`config.mk`:
```
export PLATFORM = sky130hd
export DESIGN_NAME = aclk_gen
export DESIGN_NICKNAME = d
export VERILOG_FILES = /design/src/rtl/aclk_pkg.sv /design/src/rtl/aclk_cfg_check.sv /design/src/rtl/aclk_prescaler.sv /design/src/rtl/aclk_post_div.sv /design/src/rtl/aclk_gen.sv
export SDC_FILE = /design/constraint.sdc
export NUM_CORES = 1
export LEC_CHECK = 0
export ABC_AREA = 0
export BUFFER_PORTS_ARGS = -buffer_cell sky130_fd_sc_hd__buf_2
export CAP_MARGIN = 15
export CORE_UTILIZATION = 46
export CTS_BUF_LIST = sky130_fd_sc_hd__clkbuf_8
export CTS_CLUSTER_SIZE = 12
export DETAILED_ROUTE_END_ITERATION = 12
export PLACE_DENSITY = 0.62
export SYNTH_ARGS = -nofsm -noshare
export SYNTH_HDL_FRONTEND = slang
export SYNTH_SLANG_ARGS = --single-unit
```
`constraint.sdc`:
```
create_clock -name clk_i -period 4.4 [get_ports clk_i]
set_input_delay 0.22 -clock clk_i [delete_from_list [all_inputs] [get_ports clk_i]]
set_output_delay 0.22 -clock clk_i [all_outputs]
set_load 0.05 [all_outputs]
```
`src/rtl/aclk_pkg.sv`:
```
package aclk_pkg;

  typedef enum logic {
    STD_I2S = 1'b0,
    STD_PCM = 1'b1
  } aclk_std_e;

  typedef struct packed {
    logic      mclk_mode;
    aclk_std_e std;
    logic      wide;
  } aclk_post_cfg_t;

endpackage

```
`src/rtl/aclk_cfg_check.sv`:
```
module aclk_cfg_check #(
  parameter int DIV_W   = 8,
  parameter int DIV_MAX = 127
) (
  input  logic             clk_i,
  input  logic             rst_ni,
  input  logic [DIV_W-1:0] div_i,
  input  logic             odd_i,
  output logic             legal_o,
  output logic             err_o
);

  logic too_big, bad_pair, err_d, err_q;

  always_comb begin
    too_big  = div_i > DIV_W'(DIV_MAX);
    bad_pair = (div_i == DIV_W'(1)) && odd_i;
    legal_o  = !(too_big || bad_pair);
    err_d    = !legal_o;
  end

  always_ff @(posedge clk_i or negedge rst_ni) begin
    if (!rst_ni) err_q <= 1'b0;
    else         err_q <= err_d;
  end

  assign err_o = err_q;

  assert_flag_pair_R4: assert property (@(posedge clk_i) disable iff (!rst_ni)
    (div_i == DIV_W'(1) && odd_i) |=> err_o);

endmodule

```
`src/rtl/aclk_prescaler.sv`:
```
module aclk_prescaler #(
  parameter int DIV_W   = 8,
  parameter int DIV_MAX = 127
) (
  input  logic             clk_i,
  input  logic             rst_ni,
  input  logic [DIV_W-1:0] div_i,
  input  logic             odd_i,
  input  logic             legal_i,
  output logic             tick_o,
  output logic             ref_o,
  output logic             wrap_o,
  output logic             live_o
);

  localparam int RW = DIV_W + 1;
  localparam logic [RW-1:0] ONE = RW'(1);
  localparam logic [RW-1:0] RATIO_CAP = RW'(2 * DIV_MAX + 1);

  logic [RW-1:0] cnt_q, cnt_d;
  logic [RW-1:0] ratio_q, ratio_d;
  logic [RW-1:0] hi_q, hi_d;
  logic [RW-1:0] ratio_new, hi_new;
  logic          live_q, wrap;

  // next-state
  always_comb begin
    ratio_new = (div_i == '0) ? ONE : ({div_i, 1'b0} + RW'(odd_i));
    hi_new    = (ratio_new >> 1) + RW'(ratio_new[0]);
    wrap      = (cnt_q == ratio_q - ONE);
    ratio_d   = ratio_q;
    hi_d      = hi_q;
    if (wrap) begin
      cnt_d = '0;
      if (legal_i) begin
        ratio_d = ratio_new;
        hi_d    = hi_new;
      end
    end else begin
      cnt_d = cnt_q + ONE;
    end
  end

  // registers
  always_ff @(posedge clk_i or negedge rst_ni) begin
    if (!rst_ni) begin
      cnt_q   <= '0;
      ratio_q <= ONE;
      hi_q    <= ONE;
      live_q  <= 1'b0;
    end else begin
      cnt_q   <= cnt_d;
      ratio_q <= ratio_d;
      hi_q    <= hi_d;
      live_q  <= 1'b1;
    end
  end

  assign tick_o = live_q && (cnt_q == '0);
  assign ref_o  = live_q && (cnt_q < hi_q);
  assign wrap_o = wrap;
  assign live_o = live_q;

  assert_cnt_bound_R1: assert property (@(posedge clk_i) disable iff (!rst_ni)
    cnt_q < ratio_q);

  assert_hold_mid_period_R6: assert property (@(posedge clk_i) disable iff (!rst_ni)
    !wrap |=> $stable(ratio_q));

  assert_reject_illegal_R4: assert property (@(posedge clk_i) disable iff (!rst_ni)
    (wrap && !legal_i) |=> $stable(ratio_q) && $stable(hi_q));

  assert_ratio_cap_R5: assert property (@(posedge clk_i) disable iff (!rst_ni)
    ratio_q <= RATIO_CAP);

endmodule

```
`src/rtl/aclk_post_div.sv`:
```
module aclk_post_div
  import aclk_pkg::*;
#(
  parameter int MCLK_FS_I2S = 256,
  parameter int MCLK_FS_PCM = 128,
  parameter int SLOT_I2S    = 32,
  parameter int SLOT_PCM    = 16
) (
  input  logic           clk_i,
  input  logic           rst_ni,
  input  logic           live_i,
  input  logic           a_tick_i,
  input  logic           a_ref_i,
  input  logic           a_wrap_i,
  input  aclk_post_cfg_t cfg_i,
  output logic           mclk_tick_o,
  output logic           mclk_ref_o,
  output logic           bclk_tick_o,
  output logic           bclk_ref_o
);

  localparam int P_I2S_N = MCLK_FS_I2S / SLOT_I2S;
  localparam int P_I2S_W = MCLK_FS_I2S / (2 * SLOT_I2S);
  localparam int P_PCM_N = MCLK_FS_PCM / SLOT_PCM;
  localparam int P_PCM_W = MCLK_FS_PCM / (2 * SLOT_PCM);
  localparam int P_MAX   = (P_I2S_N > P_PCM_N) ? P_I2S_N : P_PCM_N;
  localparam int PW      = $clog2(P_MAX) + 1;

  aclk_post_cfg_t cur_q, cur_d;
  logic [PW-1:0]  p_q, p_d, p_new, pcnt_q, pcnt_d, last;
  logic           boundary;

  // next-state
  always_comb begin
    unique case ({cfg_i.std, cfg_i.wide})
      {STD_I2S, 1'b0}: p_new = PW'(P_I2S_N);
      {STD_I2S, 1'b1}: p_new = PW'(P_I2S_W);
      {STD_PCM, 1'b0}: p_new = PW'(P_PCM_N);
      default:         p_new = PW'(P_PCM_W);
    endcase
    last     = cur_q.mclk_mode ? (p_q - PW'(1)) : '0;
    boundary = a_wrap_i && (pcnt_q == last);
    cur_d    = cur_q;
    p_d      = p_q;
    pcnt_d   = pcnt_q;
    if (boundary) begin
      pcnt_d = '0;
      cur_d  = cfg_i;
      p_d    = p_new;
    end else if (a_wrap_i) begin
      pcnt_d = pcnt_q + PW'(1);
    end
  end

  // registers
  always_ff @(posedge clk_i or negedge rst_ni) begin
    if (!rst_ni) begin
      cur_q  <= '{mclk_mode: 1'b0, std: STD_I2S, wide: 1'b0};
      p_q    <= PW'(P_I2S_N);
      pcnt_q <= '0;
    end else begin
      cur_q  <= cur_d;
      p_q    <= p_d;
      pcnt_q <= pcnt_d;
    end
  end

  always_comb begin
    mclk_tick_o = cur_q.mclk_mode && a_tick_i;
    mclk_ref_o  = cur_q.mclk_mode && a_ref_i;
    bclk_tick_o = a_tick_i && (pcnt_q == '0);
    bclk_ref_o  = cur_q.mclk_mode ? (live_i && (pcnt_q < (p_q >> 1))) : a_ref_i;
  end

  assert_pcnt_bound_R7: assert property (@(posedge clk_i) disable iff (!rst_ni)
    cur_q.mclk_mode |-> (pcnt_q < p_q));

  assert_cfg_hold_R10: assert property (@(posedge clk_i) disable iff (!rst_ni)
    !boundary |=> $stable(cur_q) && $stable(p_q));

endmodule

```
`src/rtl/aclk_gen.sv`:
```
module aclk_gen
  import aclk_pkg::*;
#(
  parameter int DIV_W       = 8,
  parameter int DIV_MAX     = 127,
  parameter int MCLK_FS_I2S = 256,
  parameter int MCLK_FS_PCM = 128,
  parameter int SLOT_I2S    = 32,
  parameter int SLOT_PCM    = 16
) (
  input  logic             clk_i,
  input  logic             rst_ni,
  input  logic [DIV_W-1:0] div_i,
  input  logic             odd_i,
  input  logic             mclk_en_i,
  input  logic             std_i,
  input  logic             wide_i,
  output logic             mclk_tick_o,
  output logic             mclk_ref_o,
  output logic             bclk_tick_o,
  output logic             bclk_ref_o,
  output logic             cfg_err_o
);

  logic [1:0]     sync_q, sync_d;
  logic           rst_int_n;
  logic           legal, a_tick, a_ref, a_wrap, live;
  aclk_post_cfg_t post_cfg;

  // reset release synchroniser
  always_comb sync_d = {sync_q[0], 1'b1};

  always_ff @(posedge clk_i or negedge rst_ni) begin
    if (!rst_ni) sync_q <= 2'b00;
    else         sync_q <= sync_d;
  end

  assign rst_int_n = sync_q[1];

  always_comb begin
    post_cfg.mclk_mode = mclk_en_i;
    post_cfg.std       = aclk_std_e'(std_i);
    post_cfg.wide      = wide_i;
  end

  aclk_cfg_check #(.DIV_W(DIV_W), .DIV_MAX(DIV_MAX)) u_check (
    .clk_i   (clk_i),
    .rst_ni  (rst_int_n),
    .div_i   (div_i),
    .odd_i   (odd_i),
    .legal_o (legal),
    .err_o   (cfg_err_o)
  );

  aclk_prescaler #(.DIV_W(DIV_W), .DIV_MAX(DIV_MAX)) u_pre (
    .clk_i   (clk_i),
    .rst_ni  (rst_int_n),
    .div_i   (div_i),
    .odd_i   (odd_i),
    .legal_i (legal),
    .tick_o  (a_tick),
    .ref_o   (a_ref),
    .wrap_o  (a_wrap),
    .live_o  (live)
  );

  aclk_post_div #(
    .MCLK_FS_I2S (MCLK_FS_I2S),
    .MCLK_FS_PCM (MCLK_FS_PCM),
    .SLOT_I2S    (SLOT_I2S),
    .SLOT_PCM    (SLOT_PCM)
  ) u_post (
    .clk_i       (clk_i),
    .rst_ni      (rst_int_n),
    .live_i      (live),
    .a_tick_i    (a_tick),
    .a_ref_i     (a_ref),
    .a_wrap_i    (a_wrap),
    .cfg_i       (post_cfg),
    .mclk_tick_o (mclk_tick_o),
    .mclk_ref_o  (mclk_ref_o),
    .bclk_tick_o (bclk_tick_o),
    .bclk_ref_o  (bclk_ref_o)
  );

  assert_first_period_R9: assert property (@(posedge clk_i) disable iff (!rst_int_n)
    $rose(live) |-> (bclk_tick_o && bclk_ref_o));

endmodule

```
==> results of run 1 <==
## state kept, by name, indices dropped and copies added (netlist names)
signal and cells:
u_pre.cnt_q 9, u_pre.hi_q 9, u_pre.ratio_q 9, u_post.pcnt_q 4, sync_q 2, u_post.p_q 2
u_check.err_o 1, u_post.cur_q 1, u_pre.live_o 1
## metrics by stage
stage | cells | utilization | hold WS [ns] | setup slack, ns
2_1_floorplan | 238 | - | -0.0756 | 1.61
6_report | 324 | 0.538 | 0.0868 | 1.33
4_1_cts | 324 | 0.538 | 0.0751 | 1.29
3_3_place_gp | 315 | 0.517 | 0.00592 | 1.39
3_5_place_dp | 315 | 0.517 | 0.00862 | 1.31
5_1_grt | 324 | 0.538 | 0.0875 | 1.13
## worst min-delay path by stage
stage / slack [ns] / endpoint / start
after global routing: 0.09 / u_post.p_q[3]$_DFFE_PN1P_ / wide_i
after global placement: 0.006 / sync_q[0]$_DFF_PN0_ / rst_ni
after floorplan: -0.08 / sync_q[0]$_DFF_PN0_ / rst_ni
final: 0.09 / u_post.p_q[3]$_DFFE_PN1P_ / wide_i
after detailed placement: 0.009 / sync_q[1]$_DFF_PN0_ / rst_ni
after CTS: 0.08 / u_post.p_q[3]$_DFFE_PN1P_ / wide_i
## final cells by class
cell class	count	area [sq um]	share of cell area
clock buffers	6	82.6	0.0319
multi-input cells	173	1280	0.496
repair buffers	20	110	0.0425
flip-flops and latches	38	955	0.369
clock inverters	2	7.51	0.00290
inverters	18	67.6	0.0261
well taps	67	83.8	0.0324
## report_power, final
| part | total [uW] | internal [uW] | switching, uW |
|---|---|---|---|
| Clock | 241 | 123 | 117 |
| Sequential | 637 | 476 | 161 |
| Combinational | 664 | 321 | 343 |
## cells in the mapped netlist, types with 2 or more instances
cell       n
mux2_4     2
o31a_1     2
xor2_1     8
o21ai_0    9
ha_1      16
xnor2_1   13
nand3_1   12
dfstp_2    3
mux2_2    10
inv_1     18
nor2b_1    8
nand2b_1   2
a21o_1     2
a31oi_1    2
mux2i_1    9
clkbuf_1   6
nor3_1     6
nand2_1   11
o211ai_1   3
nor4b_1    3
nand4_1    6
or4_1      3
nor2_1    23
a21oi_1    3
dfrtp_1   35
## logic make-up (layout without fill, tap and decap cells)
family	Yosys count	count (layout)
flops	38	38
buf+inv	27	46
compound gates	28	28
fa+ha+maj	16	16
other cells	1	2
xor+xnor	21	21
simple gates	85	85
mux	21	21
## repair_timing
action	4_1_cts	5_1_grt
hold endpoints to repair	2	0
setup endpoints to repair	0	0
hold buffers	1	0
## routing by layer
metal	track usage	wire length (um)	up-vias
met5	0	0	-
met4	0.0919	95	0
met3	0.0412	207	6
met2	0.285	2040	37
met1	0.308	2330	795
li1	-	-	863
## worst max-delay path, stage by stage (launching register included)
cell and delay [ns]:
dfstp_2 0.57, inv_1 0.05, ha_1 0.23, or3_1 0.38, a311oi_1 0.34, o21ai_2 0.18, nor3_4 0.74, buf_4 0.26
mux2i_1 0.22
==> impl_metrics.json, run 1 <==
{
  "port_buffers": 17,
  "path_clk_slew_ns": 0.07,
  "area_growth_pct": 10.1,
  "clk-insertion-delay-late_ns": 0.29,
  "antenna_found_initial": 0,
  "die_x_um": 73.5,
  "fmax_ghz": 0.325,
  "synthMuxAreaShare": 0.0989,
  "gr-total-overflow": 0,
  "drive_gt1_frac": 0.183,
  "synth-main-ff-cell": "dfrtp_1",
  "cts-resized-gates": 0,
  "dr.pass1.iters": 4,
  "fin_tns_setup_ns": 0,
  "netlist.top_cell.by_area": "dfrtp_1",
  "rsz0062_at_grt": "false",
  "rr_endpoint": "u_pre.hi_q[2]$_DFFE_PN0P_",
  "tightest_slew_ns": 0.863,
  "reg2reg_from": "u_pre.ratio_q[0]$_DFFE_PN1P_",
  "fin_total_pwr_uw": 1540,
  "finalCriticalPeriod_ns": 3.07,
  "synth_warnings": 0,
  "finalClockSkew_ns": 0.0107,
  "fp.dieH_um": 73.5,
  "status": "finished, final reports clean",
  "stdcell_area_sq_um": 2590,
  "slew_headroom": 0.423,
  "yosysSeqAreaShare": 0.406,
  "critPathLaunchType": "flop",
  "cts_root_buf": "clkbuf_8",
  "hold_class": "in2reg",
  "final_common_cell": "dfrtp_1",
  "synth-seq-cells": 38,
  "htree_levels": 2,
  "synth-simple-area-share": 0.199,
  "post_cts_buffers": 0,
  "cellPowerDensity_nw_per_um2": 595,
  "avgSynthCellArea_sq_um": 9.93,
  "maxCapViolations": 0,
  "place.gp.congestion": 0.790,
  "synthCells": 237,
  "wl_per_cell_um": 14.4,
  "synth_compound_area_frac": 0.0809,
  "synth_xor_area_frac": 0.0782,
  "yosys.area.top_type_share": 0.372,
  "critical_path_class": "reg2reg",
  "drt_wl_total_um": 4680,
  "setup_violations": 0,
  "cp.required_ns": 4.59,
  "syn_area_sq_um": 2350,
  "cts_buffers": 5,
  "layout_common_cells": "dfrtp_1 (35), nor2_1 (23), inv_1 (20)",
  "core_sq_um": 4820,
  "via_per_inst": 5.25,
  "synth.distinct_cells": 47,
  "synth_fa_ha_area_frac": 0.0851,
  "synth_top_family_by_area": "simple AND/OR/NAND/NOR gates",
  "dr.first_iter.drc_count": 109,
  "synthArstFlopShare": 1.00,
  "cp-endpoint": "u_pre.hi_q[2]$_DFFE_PN0P_",
  "die_area_sq_um": 5400,
  "num_rows": 25,
  "vias": 1701,
  "cp.arrival_ns": 3.27,
  "finalNetCount": 286,
  "cts_buffer_depth": 2,
  "place_hpwl_um": 3400,
  "cts_tree": "yes",
  "cts_num_sinks": 38,
  "diodes": 0,
  "end_kind": "flop",
  "final-hold-violation-count": 0,
  "grt_pass1_wl_um": 8150,
  "grt_max_degree": 37,
  "grt.total_usage": 0.206,
  "r2r_cells": 8,
  "remaining_drc_errors": 0,
  "startpoint": "u_pre.ratio_q[0]$_DFFE_PN1P_",
  "start_util": 0.488,
  "critPathMaxFanout": 16,
  "slew_viol_final": 0,
  "ir_worst_vdd_mv": 0.265,
  "ant_nets": 0,
  "n_fill_cell": 460,
  "min_period_over_period": 0.698,
  "ios": 19,
  "worstHoldPathCells": 2,
  "p_leak_uw": 0.00117,
  "rrSetupSlack_ns": 1.33,
  "place_area_sq_um": 2490,
  "synth_edf_count": 0,
  "synth_area_leaders": "dfrtp_1 (37%), ha_1 (8.5%), xnor2_1 (4.8%)",
  "grt_pass1_vias": 1642
}
Note: power is estimated with default switching activity, not from simulation.
==> inputs of run 2 (changes only) <==
--- a/config.mk
+++ b/config.mk
@@ -12,7 +12,7 @@
 export CTS_BUF_LIST = sky130_fd_sc_hd__clkbuf_8
 export CTS_CLUSTER_SIZE = 12
 export DETAILED_ROUTE_END_ITERATION = 12
-export PLACE_DENSITY = 0.62
+export PLACE_DENSITY = 0.64
 export SYNTH_ARGS = -nofsm -noshare
 export SYNTH_HDL_FRONTEND = slang
 export SYNTH_SLANG_ARGS = --single-unit
==> constraint.sdc (replaced) <==
create_clock -name clk_i -period 2.8 [get_ports clk_i]
set_input_delay 0.14 -clock clk_i [delete_from_list [all_inputs] [get_ports clk_i]]
set_output_delay 0.14 -clock clk_i [all_outputs]
set_load 0.05 [all_outputs]
==> impl_metrics.json, run 2 (synthesis results as in run 1) <==
{
  "fin_tns_setup_ns": 0,
  "worstPathCellList": "inv_1, ha_1, or3_1, a311oi_1, o21ai_2, nor3_4, buf_12, mux2_2",
  "start_util": 0.488,
  "fin_total_pwr_uw": 2510,
  "cts_buffer_depth": 2,
  "stdcell_area_sq_um": 2640,
  "finalClockSkew_ns": 0.00573,
  "fp.dieH_um": 73.5,
  "cellPowerDensity_nw_per_um2": 952,
  "status": "finished, final reports clean",
  "layout_common_cells": "dfrtp_1 (35), nor2_1 (23), inv_1 (20)",
  "cp_top_family": "simple AND/OR/NAND/NOR gates",
  "critPathMaxFanout": 18,
  "slew_viol_final": 0,
  "power.share.sequential": 0.397,
  "worstHoldPathCells": 2,
  "dr.pass1.iters": 4,
  "drt_wl_total_um": 4630,
  "maxCapViolations": 0,
  "hold_class": "in2reg",
  "gr-total-overflow": 0,
  "grt_pass1_wl_um": 8020,
  "p_sw_frac": 0.394,
  "finalCriticalPeriod_ns": 2.62,
  "diodes": 0,
  "remaining_drc_errors": 0,
  "cts_num_sinks": 38,
  "cts-resized-gates": 0,
  "multi_input_area_sq_um": 1280,
  "power.switching_uw": 992,
  "seqCellArea_sq_um": 955,
  "path_depth": 8,
  "r2r_cells": 8,
  "htree_levels": 2,
  "cts_root_buf": "clkbuf_8",
  "crit_slowest_cell": "dfstp_2",
  "cts_buffers": 5,
  "rsz0062_at_grt": "false",
  "core_sq_um": 4820,
  "drive_gt1_frac": 0.192,
  "top_regs": "u_pre.cnt_q x9, u_pre.hi_q x9, u_pre.ratio_q x9",
  "die_x_um": 73.5,
  "place_area_sq_um": 2520,
  "cp.arrival_ns": 2.79,
  "port_buffers": 17,
  "clk-insertion-delay-late_ns": 0.29,
  "grt_pass1_vias": 1658,
  "combPwrFrac": 0.426,
  "finalNetCount": 289,
  "grt.total_usage": 0.202,
  "ir_worst_vdd_mv": 0.377,
  "clockPowerShare": 0.177,
  "vias": 1713,
  "max_stage_delay_ns": 0.58,
  "via_per_inst": 5.24,
  "place_hpwl_um": 3470,
  "path_clk_slew_ns": 0.07,
  "final-hold-violation-count": 0,
  "p_leak_uw": 0.00119,
  "cp.required_ns": 2.97,
  "ios": 19,
  "area_growth_pct": 12.3,
  "p_int_uw": 1520,
  "place.gp.congestion": 0.848,
  "setup_violations": 0,
  "min_period_over_period": 0.935,
  "antenna_found_initial": 0,
  "cts_tree": "yes",
  "critPathLaunchType": "flop",
  "ant_nets": 0,
  "tightest_slew_ns": 0.547,
  "critPathBufInv": 2,
  "dr.first_iter.drc_count": 92,
  "critical_path_class": "reg2reg",
  "end_kind": "flop",
  "final_common_cell": "dfrtp_1",
  "grt_max_degree": 27,
  "n_fill_cell": 457,
  "slew_headroom": 0.633,
  "fmax_ghz": 0.382,
  "num_rows": 25,
  "wl_per_cell_um": 14.2,
  "die_area_sq_um": 5400
}
[run 2: cell types whose count changed in the layout (fill, tap and decap cells not counted)]
cell       before  now
buf_12          0    1
buf_4           2    4
bufinv_16       0    1
clkbuf_8        6    5
[run 2: cell type report]
| cell class | instances | area share |
|---|---|---|
| Clock inverter | 3 | 0.0142 |
| Multi-Input combinational cell | 173 | 0.486 |
| Sequential cell | 38 | 0.361 |
| Inverter | 18 | 0.0256 |
| Clock buffer | 5 | 0.0261 |
| Timing Repair Buffer | 23 | 0.0550 |
| Tap cell | 67 | 0.0317 |
[run 2: path summary, 6_finish.rpt]
| path | end | start | slack, ns |
|---|---|---|---|
| max in group asynchronous | u_pre.ratio_q[0]$_DFFE_PN1P_ | sync_q[1]$_DFF_PN0_ | 1.90 |
| min in group asynchronous | sync_q[0]$_DFF_PN0_ | rst_ni | 0.17 |
| worst max register to register | u_pre.hi_q[1]$_DFFE_PN0P_ | u_pre.ratio_q[0]$_DFFE_PN1P_ | 0.18 |
| worst max-delay path | u_pre.hi_q[1]$_DFFE_PN0P_ | u_pre.ratio_q[0]$_DFFE_PN1P_ | 0.18 |
| worst min-delay path | u_post.p_q[3]$_DFFE_PN1P_ | wide_i | 0.01 |
| worst min register to register | u_pre.hi_q[7]$_DFFE_PN0P_ | sync_q[1]$_DFF_PN0_ | 0.17 |
[run 2: per-layer routing]
| layer | vias up | part of all wire | GRT usage |
|---|---|---|---|
| met4 | 0 | 0.022 | 0.0791 |
| met1 | 807 | 0.50 | 0.288 |
| li1 | 870 | - | - |
| met2 | 26 | 0.43 | 0.294 |
| met5 | - | 0 | 0 |
| met3 | 10 | 0.039 | 0.0535 |
[run 2: worst reg2reg max path: stages, from the launching register on]
cell      delay [ns]
dfstp_2         0.58
inv_1           0.05
ha_1            0.23
or3_1           0.37
a311oi_1        0.33
o21ai_2         0.18
nor3_4          0.22
buf_12          0.19
mux2_2          0.35
[run 2: power groups by stage]
stage          combinational (uW)  clock (uW)  sequential, uW
6_report                     1070         444             998
5_1_grt                      1210         479            1030
4_1_cts                      1080         458             995
3_5_place_dp                 1070           0            1000
3_3_place_gp                 1040           0            1000
2_1_floorplan                 907           0             906
[run 2: repair_timing]
| item | 4_1_cts | 5_1_grt |
|---|---|---|
| setup buffers | 0 | 0 |
| hold endpoints to repair | 2 | 0 |
| setup endpoints to repair | 0 | 0 |
| hold buffers | 1 | 0 |
[run 2: through the flow]
stage	utilization	cells	setup WS [ns]	hold slack, ns
2_1_floorplan	-	238	0.0921	-0.156
3_3_place_gp	0.524	318	0.196	-0.0750
3_5_place_dp	0.524	318	0.163	-0.0731
4_1_cts	0.548	327	0.155	0.00566
5_1_grt	0.548	327	0.0699	0.0194
6_report	0.548	327	0.181	0.0107
